===== src/rtl/dmac_pkg.sv =====
package dmac_pkg;
    localparam int BYTE_W = 8;
    localparam int WORD_W = 16;
    localparam int PORT_W = 4;

    typedef enum logic {PTR_LO = 1'b0, PTR_HI = 1'b1} ptr_state_t;

    localparam logic [PORT_W-1:0] P_CMD_STAT  = 4'h8;
    localparam logic [PORT_W-1:0] P_REQ       = 4'h9;
    localparam logic [PORT_W-1:0] P_SMASK     = 4'hA;
    localparam logic [PORT_W-1:0] P_MODE      = 4'hB;
    localparam logic [PORT_W-1:0] P_CLRPTR    = 4'hC;
    localparam logic [PORT_W-1:0] P_MCLR_TEMP = 4'hD;
    localparam logic [PORT_W-1:0] P_CLRMASK   = 4'hE;
    localparam logic [PORT_W-1:0] P_ALLMASK   = 4'hF;

    localparam logic [1:0] MODE_SINGLE  = 2'b01;
    localparam logic [1:0] MODE_CASCADE = 2'b11;
    localparam int MODE_AUTOINIT_BIT = 4;
    localparam int CMD_DISABLE_BIT   = 2;

    function automatic logic [WORD_W-1:0] put_byte(input logic [WORD_W-1:0] w,
                                                   input logic hi,
                                                   input logic [BYTE_W-1:0] b);
        logic [WORD_W-1:0] r;
        r = w;
        if (hi) r[15:8] = b;
        else    r[7:0]  = b;
        return r;
    endfunction
endpackage


===== src/rtl/dmac_ptr_fsm.sv =====
module dmac_ptr_fsm
    import dmac_pkg::*;
(
    input  logic clk,
    input  logic rst_n,
    input  logic step,
    input  logic clear,
    output logic ptr_hi
);
    ptr_state_t state_q, state_d;

    always_ff @(posedge clk) begin
        if (!rst_n) state_q <= PTR_LO;
        else        state_q <= state_d;
    end

    always_comb begin
        state_d = state_q;
        unique case (state_q)
            PTR_LO: begin
                if (clear)     state_d = PTR_LO;
                else if (step) state_d = PTR_HI;
            end
            PTR_HI: begin
                if (clear || step) state_d = PTR_LO;
            end
            default: state_d = PTR_LO;
        endcase
    end

    always_comb begin
        ptr_hi = (state_q == PTR_HI);
    end
endmodule


===== src/rtl/dmac_chan_regs.sv =====
module dmac_chan_regs
    import dmac_pkg::*;
#(
    parameter logic [BYTE_W-1:0] RST_MODE = 8'h40
) (
    input  logic              clk,
    input  logic              rst_n,
    input  logic              hi,
    input  logic [BYTE_W-1:0] wdata,
    input  logic              wr_addr,
    input  logic              wr_cnt,
    input  logic              wr_mode,
    input  logic              upd_en,
    input  logic [WORD_W-1:0] upd_addr,
    input  logic [WORD_W-1:0] upd_cnt,
    input  logic              reload,
    output logic [WORD_W-1:0] cur_addr,
    output logic [WORD_W-1:0] cur_cnt,
    output logic [BYTE_W-1:0] mode
);
    logic [WORD_W-1:0] base_addr_q, base_cnt_q, cur_addr_q, cur_cnt_q;
    logic [BYTE_W-1:0] mode_q;

    always_ff @(posedge clk) begin
        if (!rst_n) begin
            base_addr_q <= '0;
            base_cnt_q  <= '0;
            cur_addr_q  <= '0;
            cur_cnt_q   <= '0;
            mode_q      <= RST_MODE;
        end else begin
            if (wr_addr) begin
                base_addr_q <= put_byte(base_addr_q, hi, wdata);
                cur_addr_q  <= put_byte(cur_addr_q, hi, wdata);
            end else if (reload) begin
                cur_addr_q  <= base_addr_q;
            end else if (upd_en) begin
                cur_addr_q  <= upd_addr;
            end
            if (wr_cnt) begin
                base_cnt_q <= put_byte(base_cnt_q, hi, wdata);
                cur_cnt_q  <= put_byte(cur_cnt_q, hi, wdata);
            end else if (reload) begin
                cur_cnt_q  <= base_cnt_q;
            end else if (upd_en) begin
                cur_cnt_q  <= upd_cnt;
            end
            if (wr_mode) mode_q <= wdata;
        end
    end

    always_comb begin
        cur_addr = cur_addr_q;
        cur_cnt  = cur_cnt_q;
        mode     = mode_q;
    end
endmodule


===== src/rtl/dmac_ctrl_regs.sv =====
module dmac_ctrl_regs
    import dmac_pkg::*;
#(
    parameter int NCH  = 4,
    localparam int CH_W = $clog2(NCH)
) (
    input  logic              clk,
    input  logic              rst_n,
    input  logic [BYTE_W-1:0] wdata,
    input  logic              mclr,
    input  logic              wr_cmd,
    input  logic              wr_req,
    input  logic              wr_smask,
    input  logic              clr_mask,
    input  logic              wr_allmask,
    input  logic              rd_status,
    input  logic              tc_en,
    input  logic [CH_W-1:0]   tc_chan,
    input  logic              tc_autoinit,
    output logic [BYTE_W-1:0] cmd,
    output logic [NCH-1:0]    req,
    output logic [NCH-1:0]    tc,
    output logic [NCH-1:0]    mask,
    output logic [BYTE_W-1:0] temp
);
    logic [BYTE_W-1:0] cmd_q, temp_q;
    logic [NCH-1:0]    req_q, tc_q, mask_q;
    logic [NCH-1:0]    req_d, tc_d, mask_d;
    logic [NCH-1:0]    sel_onehot, tc_onehot;

    always_comb begin
        sel_onehot = '0;
        sel_onehot[wdata[CH_W-1:0]] = 1'b1;
        tc_onehot = '0;
        tc_onehot[tc_chan] = 1'b1;

        // host side first
        mask_d = mask_q;
        if (mclr)            mask_d = '1;
        else if (clr_mask)   mask_d = '0;
        else if (wr_allmask) mask_d = wdata[NCH-1:0];
        else if (wr_smask)   mask_d = wdata[2] ? (mask_q | sel_onehot) : (mask_q & ~sel_onehot);

        req_d = req_q;
        if (mclr)        req_d = '0;
        else if (wr_req) req_d = wdata[2] ? (req_q | sel_onehot) : (req_q & ~sel_onehot);

        tc_d = tc_q;
        if (mclr || rd_status) tc_d = '0;

        // engine side last, so it wins
        if (tc_en) begin
            tc_d  = tc_d | tc_onehot;
            req_d = req_d & ~tc_onehot;
            if (!tc_autoinit) mask_d = mask_d | tc_onehot;
        end
    end

    always_ff @(posedge clk) begin
        if (!rst_n) begin
            cmd_q  <= '0;
            temp_q <= '0;
            req_q  <= '0;
            tc_q   <= '0;
            mask_q <= '1;
        end else begin
            if (mclr)        cmd_q <= '0;
            else if (wr_cmd) cmd_q <= wdata;
            if (mclr)        temp_q <= '0;
            req_q  <= req_d;
            tc_q   <= tc_d;
            mask_q <= mask_d;
        end
    end

    always_comb begin
        cmd  = cmd_q;
        req  = req_q;
        tc   = tc_q;
        mask = mask_q;
        temp = temp_q;
    end
endmodule


===== src/rtl/dmac_reg_block.sv =====
module dmac_reg_block
    import dmac_pkg::*;
#(
    parameter int NCH         = 4,
    parameter int CASCADE_CH  = 0,
    parameter bit HAS_CASCADE = 1'b1,
    localparam int CH_W       = $clog2(NCH)
) (
    input  logic                  clk,
    input  logic                  rst_n,
    input  logic                  bus_sel,
    input  logic                  bus_wr,
    input  logic                  bus_rd,
    input  logic [PORT_W-1:0]     bus_addr,
    input  logic [BYTE_W-1:0]     bus_wdata,
    output logic [BYTE_W-1:0]     bus_rdata,
    input  logic                  upd_valid,
    input  logic [CH_W-1:0]       upd_chan,
    input  logic [WORD_W-1:0]     upd_addr,
    input  logic [WORD_W-1:0]     upd_count,
    input  logic                  upd_tc,
    output logic [NCH*WORD_W-1:0] eng_addr,
    output logic [NCH*WORD_W-1:0] eng_count,
    output logic [NCH*BYTE_W-1:0] eng_mode,
    output logic [NCH-1:0]        eng_mask,
    output logic                  eng_disable
);
    logic wr_en, rd_en, word_port, ptr_hi, autoinit_sel;
    logic mclr, tc_en;
    logic [WORD_W-1:0] addr_a [NCH];
    logic [WORD_W-1:0] cnt_a  [NCH];
    logic [BYTE_W-1:0] mode_a [NCH];
    logic [BYTE_W-1:0] cmd_q, temp_q;
    logic [NCH-1:0]    req_bits, tc_bits, mask_bits;
    logic [WORD_W-1:0] rd_word;

    always_comb begin
        wr_en     = bus_sel & bus_wr;
        rd_en     = bus_sel & bus_rd & ~bus_wr;
        word_port = ~bus_addr[3];
        mclr      = wr_en & (bus_addr == P_MCLR_TEMP);
        tc_en     = upd_valid & upd_tc;
        autoinit_sel = mode_a[upd_chan][MODE_AUTOINIT_BIT];
    end

    dmac_ptr_fsm u_ptr (
        .clk   (clk),
        .rst_n (rst_n),
        .step  ((wr_en | rd_en) & word_port),
        .clear (mclr | (wr_en & (bus_addr == P_CLRPTR))),
        .ptr_hi(ptr_hi)
    );

    for (genvar c = 0; c < NCH; c++) begin : g_ch
        localparam logic [BYTE_W-1:0] RM =
            (HAS_CASCADE && (c == CASCADE_CH)) ? {MODE_CASCADE, 6'b0} : {MODE_SINGLE, 6'b0};
        logic hit;
        logic upd_hit;
        always_comb begin
            hit     = wr_en & word_port & (bus_addr[CH_W-1:0] == CH_W'(c));
            upd_hit = upd_valid & (upd_chan == CH_W'(c));
        end
        dmac_chan_regs #(.RST_MODE(RM)) u_chan (
            .clk     (clk),
            .rst_n   (rst_n),
            .hi      (ptr_hi),
            .wdata   (bus_wdata),
            .wr_addr (hit & ~bus_addr[2]),
            .wr_cnt  (hit & bus_addr[2]),
            .wr_mode (wr_en & (bus_addr == P_MODE) & (bus_wdata[CH_W-1:0] == CH_W'(c))),
            .upd_en  (upd_hit),
            .upd_addr(upd_addr),
            .upd_cnt (upd_count),
            .reload  (upd_hit & upd_tc & mode_a[c][MODE_AUTOINIT_BIT]),
            .cur_addr(addr_a[c]),
            .cur_cnt (cnt_a[c]),
            .mode    (mode_a[c])
        );
        always_comb begin
            eng_addr[c*WORD_W +: WORD_W]  = addr_a[c];
            eng_count[c*WORD_W +: WORD_W] = cnt_a[c];
            eng_mode[c*BYTE_W +: BYTE_W]  = mode_a[c];
        end
    end

    dmac_ctrl_regs #(.NCH(NCH)) u_ctrl (
        .clk        (clk),
        .rst_n      (rst_n),
        .wdata      (bus_wdata),
        .mclr       (mclr),
        .wr_cmd     (wr_en & (bus_addr == P_CMD_STAT)),
        .wr_req     (wr_en & (bus_addr == P_REQ)),
        .wr_smask   (wr_en & (bus_addr == P_SMASK)),
        .clr_mask   (wr_en & (bus_addr == P_CLRMASK)),
        .wr_allmask (wr_en & (bus_addr == P_ALLMASK)),
        .rd_status  (rd_en & (bus_addr == P_CMD_STAT)),
        .tc_en      (tc_en),
        .tc_chan    (upd_chan),
        .tc_autoinit(autoinit_sel),
        .cmd        (cmd_q),
        .req        (req_bits),
        .tc         (tc_bits),
        .mask       (mask_bits),
        .temp       (temp_q)
    );

    always_comb begin
        eng_mask    = mask_bits;
        eng_disable = cmd_q[CMD_DISABLE_BIT];
        rd_word     = bus_addr[2] ? cnt_a[bus_addr[CH_W-1:0]] : addr_a[bus_addr[CH_W-1:0]];
        bus_rdata   = '0;
        if (rd_en) begin
            if (word_port)                      bus_rdata = ptr_hi ? rd_word[15:8] : rd_word[7:0];
            else if (bus_addr == P_CMD_STAT)    bus_rdata = {req_bits, tc_bits};
            else if (bus_addr == P_MCLR_TEMP)   bus_rdata = temp_q;
        end
    end
endmodule


===== config.mk =====
export PLATFORM = sky130hd
export DESIGN_NAME = dmac_reg_block
export DESIGN_NICKNAME = d
export VERILOG_FILES = /design/src/rtl/dmac_pkg.sv /design/src/rtl/dmac_ptr_fsm.sv /design/src/rtl/dmac_chan_regs.sv /design/src/rtl/dmac_ctrl_regs.sv /design/src/rtl/dmac_reg_block.sv
export SDC_FILE = /design/constraint.sdc
export NUM_CORES = 1
export LEC_CHECK = 0
export CORE_ASPECT_RATIO = 1.4
export CORE_MARGIN = 2
export CORE_UTILIZATION = 55
export CTS_CLUSTER_DIAMETER = 100
export CTS_CLUSTER_SIZE = 10
export DETAILED_ROUTE_END_ITERATION = 12
export DONT_BUFFER_PORTS = 1
export GPL_TIMING_DRIVEN = 0
export PLACE_DENSITY = 0.7
export SYNTH_ARGS = -nofsm -noshare
export SYNTH_HDL_FRONTEND = slang
export SYNTH_HIERARCHICAL = 1
export SYNTH_SLANG_ARGS = --single-unit

===== constraint.sdc =====
create_clock -name clk -period 3.03 [get_ports clk]
set_clock_uncertainty 0.1 [all_clocks]
set_input_delay 0.303 -clock clk [delete_from_list [all_inputs] [get_ports clk]]
set_output_delay 0.303 -clock clk [all_outputs]
set_load 0.1 [all_outputs]

== Word level (Yosys, flattened, before mapping) ==
Cells that the tools add are included.

* Flip-flop bits (word level): 304
* Output and inout bits: 173
* Input port bits: 53

* Bitwise logic cells: 61
* $lt $le $gt $ge: 6
* Reductions and logical operators: 48
* Equality and inequality tests: 33
* Muxes and demuxes: 61

{| class="wikitable"
|+ Operator list
! operator !! count
|-
| $mux W16 || 29
|-
| $bmux W16 S2 || 2
|-
| $reduce_and A2 Y1 || 32
|-
| $mux W4 || 13
|-
| $mux W8 || 6
|-
| $and A1 B1 Y1 || 43
|-
| $eq A4 B4 Y1 const B || 8
|-
| $ne A2 B2 Y1 const B || 16
|-
| $reduce_bool A3 Y1 || 8
|-
| $bmux W8 S2 || 1
|-
| $or A4 B4 Y4 || 4
|-
| $and A4 B4 Y4 || 3
|-
| $eq A2 B2 Y1 const B || 6
|-
| $mux W5 || 2
|-
| $not A4 Y4 || 2
|-
| $eq A2 B1 Y1 const B || 3
|-
| $ge A3 B3 Y1 const B || 2
|-
| $logic_not A2 Y1 || 3
|-
| $lt A2 B3 Y1 const B || 2
|-
| $not A2 Y3 || 2
|-
| $mux W1 || 5
|-
| $not A1 Y1 || 5
|-
| $demux W1 S2 || 2
|-
| $ge A2 B1 Y1 const B || 2
|-
| 5 further kinds || 8
|}

== Depth between registers and ports, before layout ==
Gate-level depths: netlist of run 1.

* Depth after elaboration: 14
* Depth in mapped cells: 10
* Depth with buffers taken out: 6

== Hierarchy ==
Netlist of run 1, hierarchy kept.

{| class="wikitable"
|+ By module, submodules not included
! module !! area each (sq um) !! cells each !! seq. area each (sq um) !! times used
|-
| dmac_chan_regs at g_ch[1].u_chan ... || 3,173.0 || 337 || 1,441.4 || 3
|-
| dmac_chan_regs at g_ch[0].u_chan || 3,164.3 || 337 || 1,441.4 || 1
|-
| dmac_reg_block || 1,522.7 || 151 || 0.0 || 1
|-
| dmac_ctrl_regs || 967.2 || 101 || 400.4 || 1
|-
| dmac_ptr_fsm || 41.3 || 3 || 20.0 || 1
|}

== Least setup slack after synthesis of run 1 ==
No wires, ideal clock.

* Kind: register -> output
* From: reg g_ch[1].u_chan.cur_addr_q[3]
* To: out bus_rdata[3]
* Setup slack: -899 ps
* Data arrival time: 3,526 ps
* Required time: 2,627 ps
* Path buffers: 0
* Stages on the path, launching flop included: 4
* Path through: dfxtp_1 mux4_2 mux2i_1 o21ai_0

* Word-level cells in the longest chain between the ends: 7

{| class="wikitable"
|+ RTL lines
! what !! line !! RTL
|-
| start, declared || dmac_chan_regs.sv:21 || <nowiki>logic [WORD_W-1:0] base_addr_q, base_cnt_q, cur_addr_q, cur_cnt_q;</nowiki>
|-
| start signal, assigned || dmac_chan_regs.sv:34 || <nowiki>cur_addr_q <= put_byte(cur_addr_q, hi, wdata);</nowiki>
|-
| start signal, assigned || dmac_chan_regs.sv:36 || <nowiki>cur_addr_q <= base_addr_q;</nowiki>
|-
| start signal, assigned || dmac_chan_regs.sv:38 || <nowiki>cur_addr_q <= upd_addr;</nowiki>
|-
| $bmux W16 S2 || dmac_reg_block.sv:110 || <nowiki>rd_word = bus_addr[2] ? cnt_a[bus_addr[CH_W-1:0]] : addr_a[bus_addr[CH_W-1:0]];</nowiki>
|-
| $mux W16 (not written as such) (2 in series) || dmac_reg_block.sv:110 ||
|-
| $mux W16 || dmac_reg_block.sv:110 ||
|-
| $mux W8 (2 in series) || dmac_reg_block.sv:113 || <nowiki>if (word_port) bus_rdata = ptr_hi ? rd_word[15:8] : rd_word[7:0];</nowiki>
|-
| $mux W8 || dmac_reg_block.sv:112 || <nowiki>if (rd_en) begin</nowiki>
|-
| end, declared || dmac_reg_block.sv:16 || <nowiki>output logic [BYTE_W-1:0] bus_rdata,</nowiki>
|}

No other way between the ends. The select of a mux whose other input is x is not followed.

== Worst setup path in the final report of run 1 ==
* From: reg g_ch[3].u_chan.cur_cnt_q[6]
* To: out bus_rdata[6]

* Word-level cells in the longest chain between the ends: 7

{| class="wikitable"
|+ RTL lines
! what !! line !! RTL
|-
| start, declared || dmac_chan_regs.sv:21 ||
|-
| start signal, assigned || dmac_chan_regs.sv:42 || <nowiki>cur_cnt_q <= put_byte(cur_cnt_q, hi, wdata);</nowiki>
|-
| start signal, assigned || dmac_chan_regs.sv:44 || <nowiki>cur_cnt_q <= base_cnt_q;</nowiki>
|-
| start signal, assigned || dmac_chan_regs.sv:46 || <nowiki>cur_cnt_q <= upd_cnt;</nowiki>
|-
| $bmux W16 S2 || dmac_reg_block.sv:110 ||
|-
| $mux W16 (not written as such) (2 in series) || dmac_reg_block.sv:110 ||
|-
| $mux W16 || dmac_reg_block.sv:110 ||
|-
| $mux W8 (2 in series) || dmac_reg_block.sv:113 ||
|-
| $mux W8 || dmac_reg_block.sv:112 ||
|}

No other way between the ends. The select of a mux whose other input is x is not followed.

==> reports/metrics.cfg, run 1 <==
[power_and_ir_drop]
clkPwrFrac=0.411
p_comb_frac=0.078
switching_share=0.2873
p_total_w=0.009124
power_density_mw_per_mm2=540.5
irDropWorstVdd_uv=439.8
power_switching_w=0.002621
internal-power_w=0.006502
seq_power_share=0.511
total_leakage_power_nw=5.850

[timing]
slew_headroom=0.1569
setup_viol=0
rsz0062_at_grt=false
setup_slack_ns=0.0003306
fin_crit_ns=3.030
drv_slew=0
worstMarginPinSlew_ns=1.263
fmax_mhz=330.1
hold_slack_ns=0.01093
fin_crit_sh=0.9999
hold_viol_final=0

[critical_path]
r2r_setup_slack_ns=0.18
worstPathMaxFanout=3
critPathLaunchType=flip-flop
critPathArrivalTime_ns=2.63
cp-end-kind=output pin
cp.required_ns=2.63
critical_path_class=flip-flop to output pin

[routing]
ant_nets=0
drc=0
drt-initial-drc-count=1196
routed_via_density=6.425
dr_total_vias=12959
post_drt_wl_per_cell_um=27.68
dr.pass1.iters=5
routed_wl_um=55830

[place]
place_area_mm2=0.01549
place_ws_ns=-0.05273
dp_hpwl_um=43080
numPortBuffers=0
gp_congestion=0.9745

[cells_and_area]
area_growth_pct=12.69
n_antenna_cell=0
design_area_mm2=0.01688
fin_nets=1705
utilization=0.6291
layout-drive-gt1-share=0.2040

[clock_tree]
cts_tree=built
clock_latency_ns=0.53
cts_root_buffer=clkbuf_16
cts_sinks=302
clk_pin_slew_ns=0.05
htree_levels=2
post_cts_buffers=0
ctsLongestPathBuffers=3
cts_made_buffers=36

[grt]
antenna_found_initial=0
track_usage=0.3801
grt-ovfl-total=0
grt_pass1_vias=12286
grt_max_degree=15
grt_pass1_wl_um=79520

[job]
maxCapViolations=0

[outcome]
status=complete, no violations

[synth]
synth.avg_cell_area_um2=9.468
ys_warn_count=6
syn-cell-area_mm2=0.01498
synth_cells=1582

[floorplanning]
core_region_area_mm2=0.02683
num_io_pins=226
start_util=0.5583
rows=71
dieArea_mm2=0.02859
die_h_um=199.3
die_w_um=143.5

[min_path]
worstHoldPathType=input pin to flip-flop

[layout make-up]
type                       instances  area, um2
tap                              365      456.7
fill                            2358       9950
inverter                           3      11.26
sequential                       302       6198
multi-input combinational       1102       8040
buffer                           182      987.2
timing repair buffer              25      250.2
clock inverter                     1      8.758
clock buffer                      37      925.9
[cells in the final DEF (no fill, tap or decap), types with 4 or more instances in the layout]
cell	n
a21boi_1	128
a21oi_1	4
a221o_1	128
a22oi_1	9
and2_1	14
and3_1	12
and3b_1	9
buf_1	7
buf_2	80
buf_4	24
buf_6	15
clkbuf_1	55
clkbuf_16	37
conb_1	8
dfxtp_1	180
dfxtp_2	122
dlygate4sd3_1	25
mux2i_1	182
mux4_2	29
nand2_1	273
nand2b_1	21
nor2_1	21
nor2b_1	43
nor3_1	139
o21a_1	8
o21ai_2	4
o21ai_4	7
o22a_1	5
or4b_1	5
[through the flow]
stage | TNS [ns] | instances
2_1_floorplan | -0.1434 | 1589
3_3_place_gp | -0.5771 | 1954
3_5_place_dp | -0.05273 | 1954
4_1_cts | 0 | 2017
5_1_grt | 0 | 2017
6_report | 0 | 2017
[critical path: stages, from the launching register on]
cell and delay, ns:
dfxtp_1 1.07, mux4_2 0.41, mux2i_1 0.08, o22a_1 0.24, o21ai_4 0.29
[final timing paths]
path                                                startpoint                        endpoint  depth (start not counted)
worst min-delay path                             upd_count[15]      g_ch[2].u_chan/cur_cnt[15]                          3
worst min register to register  g_ch[2].u_chan/base_addr_q[10]  g_ch[2].u_chan/base_addr_q[10]                          2
worst max register to register          g_ch[1].u_chan/mode[4]       g_ch[1].u_chan/cur_cnt[8]                          6
worst max-delay path                 g_ch[3].u_chan/cur_cnt[6]                    bus_rdata[6]                          4
[flip-flops by register name (all words and copies together), names as in the netlist]
name                     count
g_ch.u_chan/mode            32
u_ctrl/mask                  4
g_ch.u_chan/cur_addr        64
u_ctrl/cmd                   1
u_ptr/ptr_hi                 1
u_ctrl/tc                    4
g_ch.u_chan/cur_cnt         64
u_ctrl/req                   4
g_ch.u_chan/base_addr_q     64
g_ch.u_chan/base_cnt_q      64
[power groups by stage]
stage | clock network, W | registers [W] | logic (W)
after floorplan | 0 | 0.00466 | 0.000482
after global placement | 0 | 0.00472 | 0.000647
after detailed placement | 0 | 0.00472 | 0.000654
after CTS | 0.00378 | 0.00465 | 0.000699
after global routing | 0.00392 | 0.00466 | 0.000746
final | 0.00375 | 0.00466 | 0.000713
[timing repair]
item,CTS,global route
hold buffers,25,0
endpoints found under the setup margin,8,5
hold endpoints to repair,42,0
resized for setup,117,13
gates cloned,0,0
[per-layer routing]
layer,track usage,part of all wire,vias to the layer above,routed length [um]
met5,0,0,-,0
met2,0.6413,0.47,705,26470
met1,0.4369,0.36,6232,20200
li1,-,-,5841,-
met4,0.2277,0.069,0,3866
met3,0.08675,0.095,181,5300
Power figures use the tool's default switching activity.
==> run 2: changes to the inputs <==
--- a/config.mk
+++ b/config.mk
@@ -8,6 +8,7 @@
 export CORE_ASPECT_RATIO = 1.4
 export CORE_MARGIN = 2
 export CORE_UTILIZATION = 55
+export CTS_BUF_LIST = sky130_fd_sc_hd__clkbuf_8
 export CTS_CLUSTER_DIAMETER = 100
 export CTS_CLUSTER_SIZE = 10
 export DETAILED_ROUTE_END_ITERATION = 12
==> reports/metrics.cfg, run 2 (synthesized netlist as in run 1, its figures left out) <==
[outcome]
status=complete, no violations

[clock_tree]
ctsLongestPathBuffers=3  ; unchanged
cts_tree=built
cts_root_buffer=clkbuf_8
cts_sinks=302  ; unchanged
htree_levels=2  ; unchanged
cts_made_buffers=36  ; unchanged
clk_pin_slew_ns=0.09  ; +0.04 ns
clock_latency_ns=0.57  ; +0.04 ns
post_cts_buffers=0  ; unchanged

[cells_and_area]
multi_input_area_mm2=0.008048  ; about the same
final_cell_mix=nand2_1, mux2i_1, dfxtp_1, nor3_1
stdcell_count=2040  ; +1.1%
fillers=2395  ; +1.6%
fin_nets=1724  ; +1.1%
final_common_cell=nand2_1
layout-drive-gt1-share=0.2047  ; +0.0006727
register_area_mm2=0.006205  ; +0.10%
area_growth_pct=11.34

[grt]
grt_pass1_wl_um=80280  ; +0.96%
grt_max_degree=15  ; unchanged
grt_pass1_vias=12374  ; +0.72%
track_usage=0.3836  ; +0.003451
busiest_layer=met2
grtUsageMet1=0.4430  ; +0.006100
grt-ovfl-total=0  ; unchanged
met3_usage=0.09010  ; +0.003355
grtUsageMet2=0.6402  ; -0.001058
antenna_found_initial=6  ; +6

[critical_path]
cp.required_ns=2.63  ; about the same
cp_slowest_cell=o21ai_4
rr_startpoint=g_ch[1].u_chan/mode[4]
critPathLaunchType=flip-flop
path_cells=or3_2 -> clkbuf_1 -> o21ai_4
critPathArrivalTime_ns=2.57  ; -0.06 ns
r2r_end=g_ch[1].u_chan/cur_cnt[8]
cp-end-kind=output pin
path_delay_family=compound AO/OA/AOI/OAI gates
r2r_setup_slack_ns=0.16  ; -0.02 ns
critical_path_class=flip-flop to output pin
slowest_delay_ns=0.74  ; -0.33 ns
cp.buffers_inverters=1  ; +1
rr_worst_depth=6  ; unchanged
worstPathMaxFanout=11  ; +8

[routing]
routed_via_density=6.417  ; -0.13%
dr.pass1.iters=5  ; unchanged
dr_total_vias=13090  ; +1.0%
drt-initial-drc-count=1397  ; +17%
drc=0  ; unchanged
routed_wl_um=56260  ; +0.76%
ant_nets=0  ; unchanged
post_drt_wl_per_cell_um=27.58  ; -0.37%

[place]
numPortBuffers=0  ; unchanged
dp.cells=1954  ; unchanged
gp_congestion=0.9745  ; unchanged
dp_hpwl_um=43080  ; unchanged

[floorplanning]
die_h_um=199.3  ; unchanged
rows=71  ; unchanged
core_region_area_mm2=0.02683  ; unchanged
dieArea_mm2=0.02859  ; unchanged
die_w_um=143.5  ; unchanged
num_io_pins=226  ; unchanged
start_util=0.5583  ; unchanged

[timing]
fmax_mhz=336.7  ; +2.0%
fin_crit_ns=2.970  ; -0.06005 ns
fin_crit_sh=0.9801  ; -0.01982
rsz0062_at_grt=false
drv_slew=0  ; unchanged
worstMarginPinSlew_ns=1.274  ; +0.01105 ns
hold_viol_final=0  ; unchanged
setup_viol=0  ; unchanged
setup_tns_ns=0  ; unchanged
slew_headroom=0.1495  ; -0.007377

[min_path]
holdPathStages=3  ; unchanged
hold_path.startpoint=upd_addr[12]
worstHoldPathType=input pin to flip-flop
min_to=g_ch[2].u_chan/cur_addr[12]

[job]
maxCapViolations=0  ; unchanged

[power_and_ir_drop]
irDropWorstVdd_uv=373.3  ; -15%
p_total_w=0.007973  ; -13%
power_density_mw_per_mm2=478.1  ; -12%
total_leakage_power_nw=5.741  ; -1.9%

run 2: cell types whose count changed in the layout (fill, tap and decap cells not counted):
cell and change:
a211o_4 +1, dlygate4sd3_1 +19, dfxtp_2 +5, clkbuf_8 +37, dfxtp_1 -5, a211o_2 -1, diode_2 +4, clkbuf_16 -37
run 2: worst max-delay path by stage:
stage / start / to / slack, ns / cells after the start
5_1_grt: u_ptr/ptr_hi / bus_rdata[4] / 0.02 / 3
2_1_floorplan: g_ch[1].u_chan/cur_addr[3] / bus_rdata[3] / -0.14 / 3
3_5_place_dp: g_ch[3].u_chan/cur_addr[10] / bus_rdata[2] / -0.05 / 4
4_1_cts: g_ch[1].u_chan/cur_addr[10] / bus_rdata[2] / 0.03 / 4
6_report: u_ptr/ptr_hi / bus_rdata[4] / 0.06 / 3
3_3_place_gp: g_ch[0].u_chan/cur_addr[3] / bus_rdata[3] / -0.54 / 3
run 2: area by class of cell:
class | instances | area share
antenna | 4 | 0.0006002
buffer | 182 | 0.05920
clock buffer | 37 | 0.03054
clock inverter | 1 | 0.0005252
inverter | 3 | 0.0006753
multi-input combinational | 1102 | 0.4826
sequential | 302 | 0.3721
tap | 365 | 0.02739
timing repair buffer | 44 | 0.02641
run 2: what timing repair did:
action / CTS / global route
setup endpoints to repair: 8 / 1
hold buffers: 44 / 0
gates resized for setup: 135 / 1
hold endpoints to repair: 151 / 0
run 2: per-layer routing:
layer,vias to the layer above,routed length [um]
li1,5893,-
met1,6233,20000
met2,762,26440
met3,194,5842
met4,8,3929
met5,-,56
run 2: metrics by stage:
| step | hold slack, ns | area, um2 | setup WS [ns] | util |
|---|---|---|---|---|
| after global placement | 0.3360 | 15480 | -0.5354 | 0.5771 |
| after detailed placement | 0.3454 | 15490 | -0.05273 | 0.5773 |
| after floorplan | 0.3312 | 15030 | -0.1434 | - |
| after global routing | 0.01216 | 16670 | 0.01572 | 0.6213 |
| after CTS | 0.0001411 | 16660 | 0.03443 | 0.6209 |
| final | 0.01117 | 16680 | 0.06038 | 0.6216 |
run 2: power by group:
group          switching, W  total [W]  internal [W]
clock               0.00145    0.00255       0.00109
combinational      0.000463   0.000772      0.000309
sequential         0.000597    0.00465       0.00406
run 2: worst min-delay path, stage by stage:
cell	delay, ns
mux2i_1	0.04
nor3_1	0.16
a221o_1	0.14
